==> config.mk <==
export PLATFORM = sky130hd
export DESIGN_NAME = fpadd_core
export DESIGN_NICKNAME = d
export VERILOG_FILES = /design/src/rtl/fpadd_pkg.sv /design/src/rtl/fpadd_unpack.sv /design/src/rtl/fpadd_special.sv /design/src/rtl/fpadd_datapath.sv /design/src/rtl/fpadd_core.sv
export SDC_FILE = /design/constraint.sdc
export NUM_CORES = 1
export LEC_CHECK = 0
export CAP_MARGIN = 20
export CELL_PAD_IN_SITES_DETAIL_PLACEMENT = 0
export CELL_PAD_IN_SITES_GLOBAL_PLACEMENT = 1
export CORE_ASPECT_RATIO = 0.9
export CORE_MARGIN = 2
export CORE_UTILIZATION = 45
export DETAILED_ROUTE_END_ITERATION = 10
export HOLD_SLACK_MARGIN = 0.06
export PLACE_DENSITY_LB_ADDON = 0.2
export SLEW_MARGIN = 10
export SYNTH_ARGS = -nofsm -noshare
export SYNTH_HDL_FRONTEND = slang
export SYNTH_SLANG_ARGS = --single-unit
==> constraint.sdc <==
create_clock -name clk_i -period 1.3 [get_ports clk_i]
set_clock_uncertainty 0.15 [all_clocks]
set_input_delay 0.195 -clock clk_i [delete_from_list [all_inputs] [get_ports clk_i]]
set_output_delay 0.195 -clock clk_i [all_outputs]
set_load 0.1 [all_outputs]
==> src/rtl/fpadd_pkg.sv <==
package fpadd_pkg;
  typedef enum logic [2:0] {
    CLS_ZERO, CLS_NORM, CLS_DNRM, CLS_INF, CLS_QNAN, CLS_SNAN
  } op_cls_e;

  localparam logic [1:0] RM_DOWN = 2'b11;
endpackage

==> src/rtl/fpadd_unpack.sv <==
module fpadd_unpack
  import fpadd_pkg::*;
#(
  parameter int EXP_W  = 8,
  parameter int FRAC_W = 23,
  localparam int OP_W  = 1 + EXP_W + FRAC_W,
  localparam int XE_W  = EXP_W + 2,
  localparam int SIG_W = FRAC_W + 4
) (
  input  logic [OP_W-1:0]         op_i,
  input  logic                    ftz_i,
  output op_cls_e                 cls_o,
  output logic                    sign_o,
  output logic signed [XE_W-1:0]  exp_o,
  output logic [SIG_W-1:0]        sig_o
);
  logic [EXP_W-1:0]  e;
  logic [FRAC_W-1:0] f;
  logic [FRAC_W:0]   dn_m;
  logic [XE_W-1:0]   dn_sh;

  assign sign_o = op_i[OP_W-1];
  assign e      = op_i[OP_W-2 -: EXP_W];
  assign f      = op_i[FRAC_W-1:0];

  always_comb begin
    if (e == '0)     cls_o = (f == '0 || ftz_i) ? CLS_ZERO : CLS_DNRM;
    else if (&e)     cls_o = (f == '0) ? CLS_INF : (f[FRAC_W-1] ? CLS_QNAN : CLS_SNAN);
    else             cls_o = CLS_NORM;
  end

  // subnormal: shift leading one up to the hidden position
  always_comb begin
    dn_sh = '0;
    for (int i = 0; i < FRAC_W; i++)
      if (f[i]) dn_sh = XE_W'(FRAC_W - i);
    dn_m = {1'b0, f} << dn_sh;
  end

  always_comb begin
    exp_o = '0;
    sig_o = '0;
    if (cls_o == CLS_NORM) begin
      exp_o = $signed({2'b00, e});
      sig_o = {1'b1, f, 3'b000};
    end else if (cls_o == CLS_DNRM) begin
      exp_o = $signed(XE_W'(XE_W'(1) - dn_sh));
      sig_o = {dn_m, 3'b000};
    end
  end
endmodule

==> src/rtl/fpadd_special.sv <==
module fpadd_special
  import fpadd_pkg::*;
#(
  parameter int EXP_W  = 8,
  parameter int FRAC_W = 23,
  localparam int OP_W  = 1 + EXP_W + FRAC_W,
  parameter logic [OP_W-1:0] DEF_NAN = {1'b0, {EXP_W{1'b1}}, 1'b1, {(FRAC_W-1){1'b0}}}
) (
  input  op_cls_e          cls_x_i,
  input  op_cls_e          cls_y_i,
  input  logic             sx_i,
  input  logic             sy_i,
  input  logic [OP_W-1:0]  op_x_i,
  input  logic [OP_W-1:0]  op_y_i,
  input  logic [1:0]       rnd_mode_i,
  output logic             hit_o,
  output logic [OP_W-1:0]  word_o,
  output logic             invalid_o
);
  localparam logic [OP_W-1:0] QBIT = OP_W'(1) << (FRAC_W - 1);

  always_comb begin
    hit_o     = 1'b1;
    invalid_o = 1'b0;
    word_o    = '0;
    if (cls_x_i == CLS_SNAN) begin
      word_o = op_x_i | QBIT;  invalid_o = 1'b1;
    end else if (cls_y_i == CLS_SNAN) begin
      word_o = op_y_i | QBIT;  invalid_o = 1'b1;
    end else if (cls_x_i == CLS_QNAN) begin
      word_o = op_x_i;
    end else if (cls_y_i == CLS_QNAN) begin
      word_o = op_y_i;
    end else if (cls_x_i == CLS_INF && cls_y_i == CLS_INF) begin
      if (sx_i == sy_i) word_o = op_x_i;
      else begin word_o = DEF_NAN; invalid_o = 1'b1; end
    end else if (cls_x_i == CLS_INF) begin
      word_o = op_x_i;
    end else if (cls_y_i == CLS_INF) begin
      word_o = op_y_i;
    end else if (cls_x_i == CLS_ZERO && cls_y_i == CLS_ZERO) begin
      word_o = {(sx_i == sy_i) ? sx_i : (rnd_mode_i == RM_DOWN), {(OP_W-1){1'b0}}};
    end else if (cls_x_i == CLS_ZERO) begin
      word_o = op_y_i;
    end else if (cls_y_i == CLS_ZERO) begin
      word_o = op_x_i;
    end else begin
      hit_o = 1'b0;
    end
  end
endmodule

==> src/rtl/fpadd_datapath.sv <==
module fpadd_datapath #(
  parameter int EXP_W  = 8,
  parameter int FRAC_W = 23,
  localparam int XE_W  = EXP_W + 2,
  localparam int SIG_W = FRAC_W + 4
) (
  input  logic                    sx_i,
  input  logic                    sy_i,
  input  logic signed [XE_W-1:0]  ex_i,
  input  logic signed [XE_W-1:0]  ey_i,
  input  logic [SIG_W-1:0]        mx_i,
  input  logic [SIG_W-1:0]        my_i,
  output logic                    sign_o,
  output logic signed [XE_W-1:0]  exp_o,
  output logic [SIG_W-1:0]        sig_o,
  output logic                    cancel_o
);
  function automatic logic [SIG_W-1:0] shr_sticky(input logic [SIG_W-1:0] m,
                                                  input logic [XE_W-1:0] d);
    logic [SIG_W-1:0] mask;
    if (d >= XE_W'(SIG_W)) return {{(SIG_W-1){1'b0}}, |m};
    mask = ~({SIG_W{1'b1}} << d);
    return (m >> d) | {{(SIG_W-1){1'b0}}, |(m & mask)};
  endfunction

  logic                   x_big;
  logic [XE_W-1:0]        diff, lsh;
  logic [SIG_W-1:0]       xa, ya, mag;
  logic [SIG_W:0]         sum;
  logic signed [XE_W-1:0] e_al;

  always_comb begin
    x_big = (ex_i >= ey_i);
    diff  = x_big ? XE_W'(ex_i - ey_i) : XE_W'(ey_i - ex_i);
    xa    = x_big ? mx_i : shr_sticky(mx_i, diff);
    ya    = x_big ? shr_sticky(my_i, diff) : my_i;
    e_al  = x_big ? ex_i : ey_i;
    sum   = {1'b0, xa} + {1'b0, ya};
    mag   = '0;
    lsh   = '0;
    cancel_o = 1'b0;
    if (sx_i == sy_i) begin
      sign_o = sx_i;
      if (sum[SIG_W]) begin
        sig_o = sum[SIG_W:1] | {{(SIG_W-1){1'b0}}, sum[0]};
        exp_o = XE_W'(e_al + 1);
      end else begin
        sig_o = sum[SIG_W-1:0];
        exp_o = e_al;
      end
    end else begin
      if (xa >= ya) begin mag = xa - ya; sign_o = sx_i; end
      else          begin mag = ya - xa; sign_o = sy_i; end
      cancel_o = (mag == '0);
      for (int i = 0; i < SIG_W; i++)
        if (mag[i]) lsh = XE_W'(SIG_W - 1 - i);
      sig_o = mag << lsh;
      exp_o = XE_W'(e_al - $signed(lsh));
    end
  end
endmodule

==> src/rtl/fpadd_core.sv <==
module fpadd_core
  import fpadd_pkg::*;
#(
  parameter int EXP_W  = 8,
  parameter int FRAC_W = 23,
  parameter logic [EXP_W+FRAC_W:0] DEF_NAN = {1'b0, {EXP_W{1'b1}}, 1'b1, {(FRAC_W-1){1'b0}}},
  localparam int OP_W  = 1 + EXP_W + FRAC_W,
  localparam int XE_W  = EXP_W + 2,
  localparam int SIG_W = FRAC_W + 4
) (
  input  logic             clk_i,
  input  logic             rst_ni,
  input  logic             valid_i,
  input  logic [OP_W-1:0]  op_a_i,
  input  logic [OP_W-1:0]  op_b_i,
  input  logic [1:0]       rnd_mode_i,
  input  logic             ftz_i,
  output logic             valid_o,
  output logic             special_o,
  output logic [OP_W-1:0]  special_word_o,
  output logic             sign_o,
  output logic [XE_W-1:0]  exp_o,
  output logic [SIG_W-1:0] sig_o,
  output logic             invalid_o
);
  logic [OP_W-1:0]        ops  [2];
  op_cls_e                cls  [2];
  logic                   sgn  [2];
  logic signed [XE_W-1:0] exps [2];
  logic [SIG_W-1:0]       sigs [2];

  assign ops[0] = op_a_i;
  assign ops[1] = op_b_i;

  for (genvar g = 0; g < 2; g++) begin : g_unpack
    fpadd_unpack #(.EXP_W(EXP_W), .FRAC_W(FRAC_W)) u_unpack (
      .op_i   (ops[g]),
      .ftz_i  (ftz_i),
      .cls_o  (cls[g]),
      .sign_o (sgn[g]),
      .exp_o  (exps[g]),
      .sig_o  (sigs[g])
    );
  end

  logic            sp_hit, sp_inv;
  logic [OP_W-1:0] sp_word;

  fpadd_special #(.EXP_W(EXP_W), .FRAC_W(FRAC_W), .DEF_NAN(DEF_NAN)) u_special (
    .cls_x_i    (cls[0]),
    .cls_y_i    (cls[1]),
    .sx_i       (sgn[0]),
    .sy_i       (sgn[1]),
    .op_x_i     (op_a_i),
    .op_y_i     (op_b_i),
    .rnd_mode_i (rnd_mode_i),
    .hit_o      (sp_hit),
    .word_o     (sp_word),
    .invalid_o  (sp_inv)
  );

  logic                   dp_sign, dp_cancel;
  logic signed [XE_W-1:0] dp_exp;
  logic [SIG_W-1:0]       dp_sig;

  fpadd_datapath #(.EXP_W(EXP_W), .FRAC_W(FRAC_W)) u_datapath (
    .sx_i     (sgn[0]),
    .sy_i     (sgn[1]),
    .ex_i     (exps[0]),
    .ey_i     (exps[1]),
    .mx_i     (sigs[0]),
    .my_i     (sigs[1]),
    .sign_o   (dp_sign),
    .exp_o    (dp_exp),
    .sig_o    (dp_sig),
    .cancel_o (dp_cancel)
  );

  logic            fin_hit;
  logic [OP_W-1:0] fin_word;
  assign fin_hit  = sp_hit | dp_cancel;
  assign fin_word = sp_hit ? sp_word : {rnd_mode_i == RM_DOWN, {(OP_W-1){1'b0}}};

  always_ff @(posedge clk_i or negedge rst_ni) begin
    if (!rst_ni) begin
      valid_o        <= 1'b0;
      special_o      <= 1'b0;
      invalid_o      <= 1'b0;
      special_word_o <= '0;
      sign_o         <= 1'b0;
      exp_o          <= '0;
      sig_o          <= '0;
    end else begin
      valid_o   <= valid_i;
      special_o <= valid_i & fin_hit;
      invalid_o <= valid_i & sp_hit & sp_inv;
      if (valid_i) begin
        special_word_o <= fin_word;
        sign_o         <= dp_sign;
        exp_o          <= dp_exp;
        sig_o          <= dp_sig;
      end
    end
  end
endmodule

==> impl_metrics.py, run 1 <==
metrics = {
    "place": {
        "placement.io_buffers": 142,
        "gp_congestion": 1.22,
        "dp_cells": 4742,
        "hpwl_um": 89300,
    },
    "synth": {
        "synth.distinct_cells": 115,
        "synth_nets": 3217,
        "synthCells": 3039,
        "synth_edf_count": 0,
        "ys_ff_latch": 73,
        "synth-async-reset-ratio_pct": 100,
        "synth_top_area_share_pct": 9.03,
        "yosys_most_used_dff": "dfrtp_1",
        "synthTopCellsByArea": "dfrtp_1 (9.0%), nor2_1 (6.9%), a21oi_1 (6.8%)",
        "avgSynthCellArea_um2": 6.66,
        "yosysMostFrequentCell": "nor2_1",
        "ys.warnings.count": 0,
        "synth.largest_area_cell": "dfrtp_1",
        "netlist_area_um2": 20200,
        "synth_common_cells": "nor2_1 (372), nand2_1 (308), a21oi_1 (276)",
        "yosysSeqAreaShare_pct": 9.03,
    },
    "clocking": {
        "cts_max_level": 3,
        "cts_sinks": 73,
        "clock-root-buffer": "clkbuf_16",
        "numCtsBuffers": 9,
        "clockBufferDepth": 2,
    },
    "floorplan": {
        "die_h_um": 205,
        "start_util_pct": 45.7,
        "rows": 73,
        "die_w_um": 228,
        "pin_count": 143,
    },
    "grt": {
        "grt_max_degree": 76,
        "grt.total_usage_pct": 76.9,
        "grt-ovfl-total": 22,
    },
    "status": {
        "error": "[ERROR GRT-0232] Routing congestion too high. Check the congestion heatmap in the GUI.",
        "status": "stopped before the end",
        "lastStage": "5_1_grt",
    },
    "sta": {
        "grt-worst-endpoint": "exp_o[7]$_DFFE_PN0P_/D",
        "worst-ep-kind": "sequential cell input",
    },
}
[stage by stage]
| step | hold WS (ps) | TNS (ps) | utilization, % | cell area [um^2] | setup slack, ps |
|---|---|---|---|---|---|
| 4_1_cts | 90.2 | -380870 | 79.0 | 35000 | -8970 |
| 3_5_place_dp | -69.7 | -467540 | 72.1 | 32000 | -10500 |
| 3_3_place_gp | -72.7 | -457600 | 72.1 | 32000 | -10290 |
| 2_1_floorplan | -251 | -404420 | - | 21200 | -9950 |
[routing by layer]
layer | track usage (%) | overflow
met5 | 60.3 | 0
met4 | 69.5 | 9
met3 | 69.5 | 4
met2 | 86.7 | 7
met1 | 77.7 | 2
[cells by family after synthesis]
family | count (synthesis) | share of synthesized area, %
fa+ha+maj | 112 | 7.02
buf+inv | 374 | 7.52
mux | 167 | 9.26
compound gates | 1115 | 37.9
simple gates | 1135 | 26.3
xor+xnor | 63 | 2.88
flops | 73 | 9.03
[timing repair]
item	4_1_cts
gates resized for setup	567
pin swaps	164
hold buffers	4
cloned	5
endpoints found under the hold margin	76
endpoints found under the setup margin	129
buffers inserted	118
==> inputs of run 2 (changes only) <==
- CELL_PAD_IN_SITES_DETAIL_PLACEMENT: 0 -> not set
- CELL_PAD_IN_SITES_GLOBAL_PLACEMENT: 1 -> not set
- CORE_ASPECT_RATIO: 0.9 -> not set
- CORE_UTILIZATION: 45 -> 35
- HOLD_SLACK_MARGIN: 0.06 -> not set
- PLACE_DENSITY_LB_ADDON: 0.2 -> 0.15
==> impl_metrics.py, run 2 <==
metrics = {
    "status": {
        "status": "complete, but fails checks",
        "violations": "setup timing",
    },
    "synth": {
        "synth_edf_count": 0,
        "synth.largest_area_cell": "dfrtp_1",
        "synth-async-reset-ratio_pct": 100,
        "ys_ff_latch": 73,
        "yosysSeqAreaShare_pct": 9.03,
        "synth_nets": 3217,
        "yosysMostFrequentCell": "nor2_1",
        "synthTopCellsByArea": "dfrtp_1 (9.0%), nor2_1 (6.9%), a21oi_1 (6.8%)",
        "avgSynthCellArea_um2": 6.66,
        "netlist_area_um2": 20200,
        "yosys_most_used_dff": "dfrtp_1",
        "ys.warnings.count": 0,
        "synth_top_area_share_pct": 9.03,
        "synth_common_cells": "nor2_1 (372), nand2_1 (308), a21oi_1 (276)",
        "synthCells": 3039,
        "synth.distinct_cells": 115,
    },
    "power_and_ir_drop": {
        "power_per_cell_area_nw_per_um2": 1790,
        "leakage_uw": 0.0168,
        "ir_worst_vdd_mv": 2.40,
    },
    "clocking": {
        "clk_latency_ps": 360,
        "cts_sinks": 73,
        "path_clk_slew_ps": 70,
        "clock-root-buffer": "clkbuf_16",
        "cts_max_level": 3,
        "clockBufferDepth": 2,
        "cts_tree": "built",
        "numCtsBuffers": 9,
    },
    "route": {
        "routed_wl_um": 134000,
        "first_iter_violations": 4489,
        "wl_per_cell_um": 25.9,
        "ant_nets": 0,
        "dr.pass1.iters": 6,
        "viasPerCell": 6.28,
        "vias": 32500,
        "drc": 0,
    },
    "floorplan": {
        "rows": 88,
        "core_area_um2": 57500,
        "start_util_pct": 35.2,
        "pin_count": 143,
        "die_h_um": 244,
        "die_area_um2": 59700,
        "die_w_um": 244,
    },
    "setup_path": {
        "critPathMaxFanout": 6,
        "critPathBufInv": 8,
        "critPathKind": "input port to register",
        "critical_path_required_ps": 1390,
        "cp.arrival_ps": 10870,
        "worstSetupEndpointType": "register",
        "crit_path_top_delay_cell": "or4_4",
        "max_stage_delay_ps": 560,
        "critical-path-top-delay-family": "compound AO/OA/AOI/OAI gates",
        "start_kind": "input port",
        "timing.critical_path.mode_cell": "o21ai_2",
    },
    "layout": {
        "top_regs": "special_word_o: 32 flops, sig_o: 27 flops, exp_o: 10 flops",
        "final_area_um2": 37100,
        "largest_reg_flops": 32,
        "final_cell_mix": "buf_4 (1343), nor2_1 (329), nand2_1 (280)",
        "fin_nets": 4590,
        "drive_gt1_share_pct": 48.4,
        "final_util_pct": 64.6,
        "syn_to_final_growth_pct": 83.6,
        "fin_cells": 5183,
        "final_common_cell": "buf_4",
        "regMostFlops": "special_word_o",
    },
    "place": {
        "placed_cell_area_um2": 33000,
        "gp_congestion": 1.09,
        "hpwl_um": 106000,
        "dp_cells": 5012,
        "placement.io_buffers": 142,
    },
    "sta": {
        "layout_min_cycle_time_ps": 10770,
        "rsz0062_at_grt": "true",
        "max_freq_ghz": 0.0928,
        "tns_ps": -407720,
        "hold_violations": 0,
        "fin_crit_sh_pct": 829,
        "holdWs_ps": 81.9,
        "relSlewSlack_pct": 43.9,
        "finalSetupViolations": 137,
        "finalMaxSlewViolations": 0,
        "fin_ws_ps": -9470,
        "max_slew.worst_pin.slew_ps": 840,
    },
    "grt": {
        "grt.total_usage_pct": 42.1,
        "grt_max_degree": 58,
        "grt_pass1_vias": 31200,
        "grt-ovfl-total": 0,
        "grt_pass1_wl_um": 194000,
        "antenna_found_initial": 2,
    },
    "job": {
        "maxCapViolCount": 0,
    },
    "worst_hold_path": {
        "worst_hold_path_type": "input port to async pin",
    },
}
run 2: timing repair:
action                                 CTS  global route
endpoints found under the hold margin   73             0
buffers inserted                        65            96
gates resized for setup                293           456
setup endpoints to repair              144           144
gates cloned                             1             4
pin swaps                              104           183
hold buffers                             1             0
run 2: cell families (layout without fill, tap and decap cells):
group                      after synthesis  in the layout  share of synthesized area (%)
AOI/OAI and AO/OA                     1115           1115                           37.9
xor gates and xnor gates                63             63                           2.88
adders and majority gates              112            112                           7.02
buffers and inverters                  374           1752                           7.52
DFF                                     73             73                           9.03
muxes                                  167            167                           9.26
other                                    0              1                              0
and+or+nand+nor                       1135           1135                           26.3
run 2: stage by stage:
| stage | total power (uW) | setup slack, ps |
|---|---|---|
| after global placement | 52400 | -10970 |
| after detailed placement | 52900 | -11050 |
| after global routing | 68400 | -9730 |
| after floorplan | 28300 | -9950 |
| final | 66300 | -9470 |
| after CTS | 58800 | -9420 |
run 2: final timing paths:
kind	startpoint	endpoint	slack [ps]	depth (start not counted)
min in group clk_i	op_b_i[27]	special_word_o[27]	100	4
max in group asynchronous	rst_ni	sig_o[10]	430	3
min	rst_ni	special_word_o[24]	80	2
min reg2reg	special_word_o[14]	special_word_o[14]	410	1
max reg2reg	sig_o[9]	sig_o[9]	70	2
max	op_b_i[3]	exp_o[6]	-9470	57
run 2: report_power, final:
group / total (uW) / internal (uW) / switching, uW
logic: 59900 / 26600 / 33400
registers: 3800 / 2900 / 905
clock network: 2590 / 1370 / 1220
run 2: layout make-up:
cell class              count  area (um^2)
clock buffers              10          239
clock inverters             6         50.0
well taps                 765          957
repair buffers           1584        13500
inverters                 152          596
flip-flops and latches     73         1840
multi-input cells        2592        19900
diodes                      1         2.50
fillers                  5002        20300
run 2: per-layer routing:
layer  vias up  wire [um]  GRT usage, %
li1      14200          -             -
met1     15600      55100          57.1
met4         0       6360          15.1
met2      2272      56600          63.7
met5         -          0             0
met3       480      16200          11.4
No activity file was read; power rests on OpenSTA's default activity.
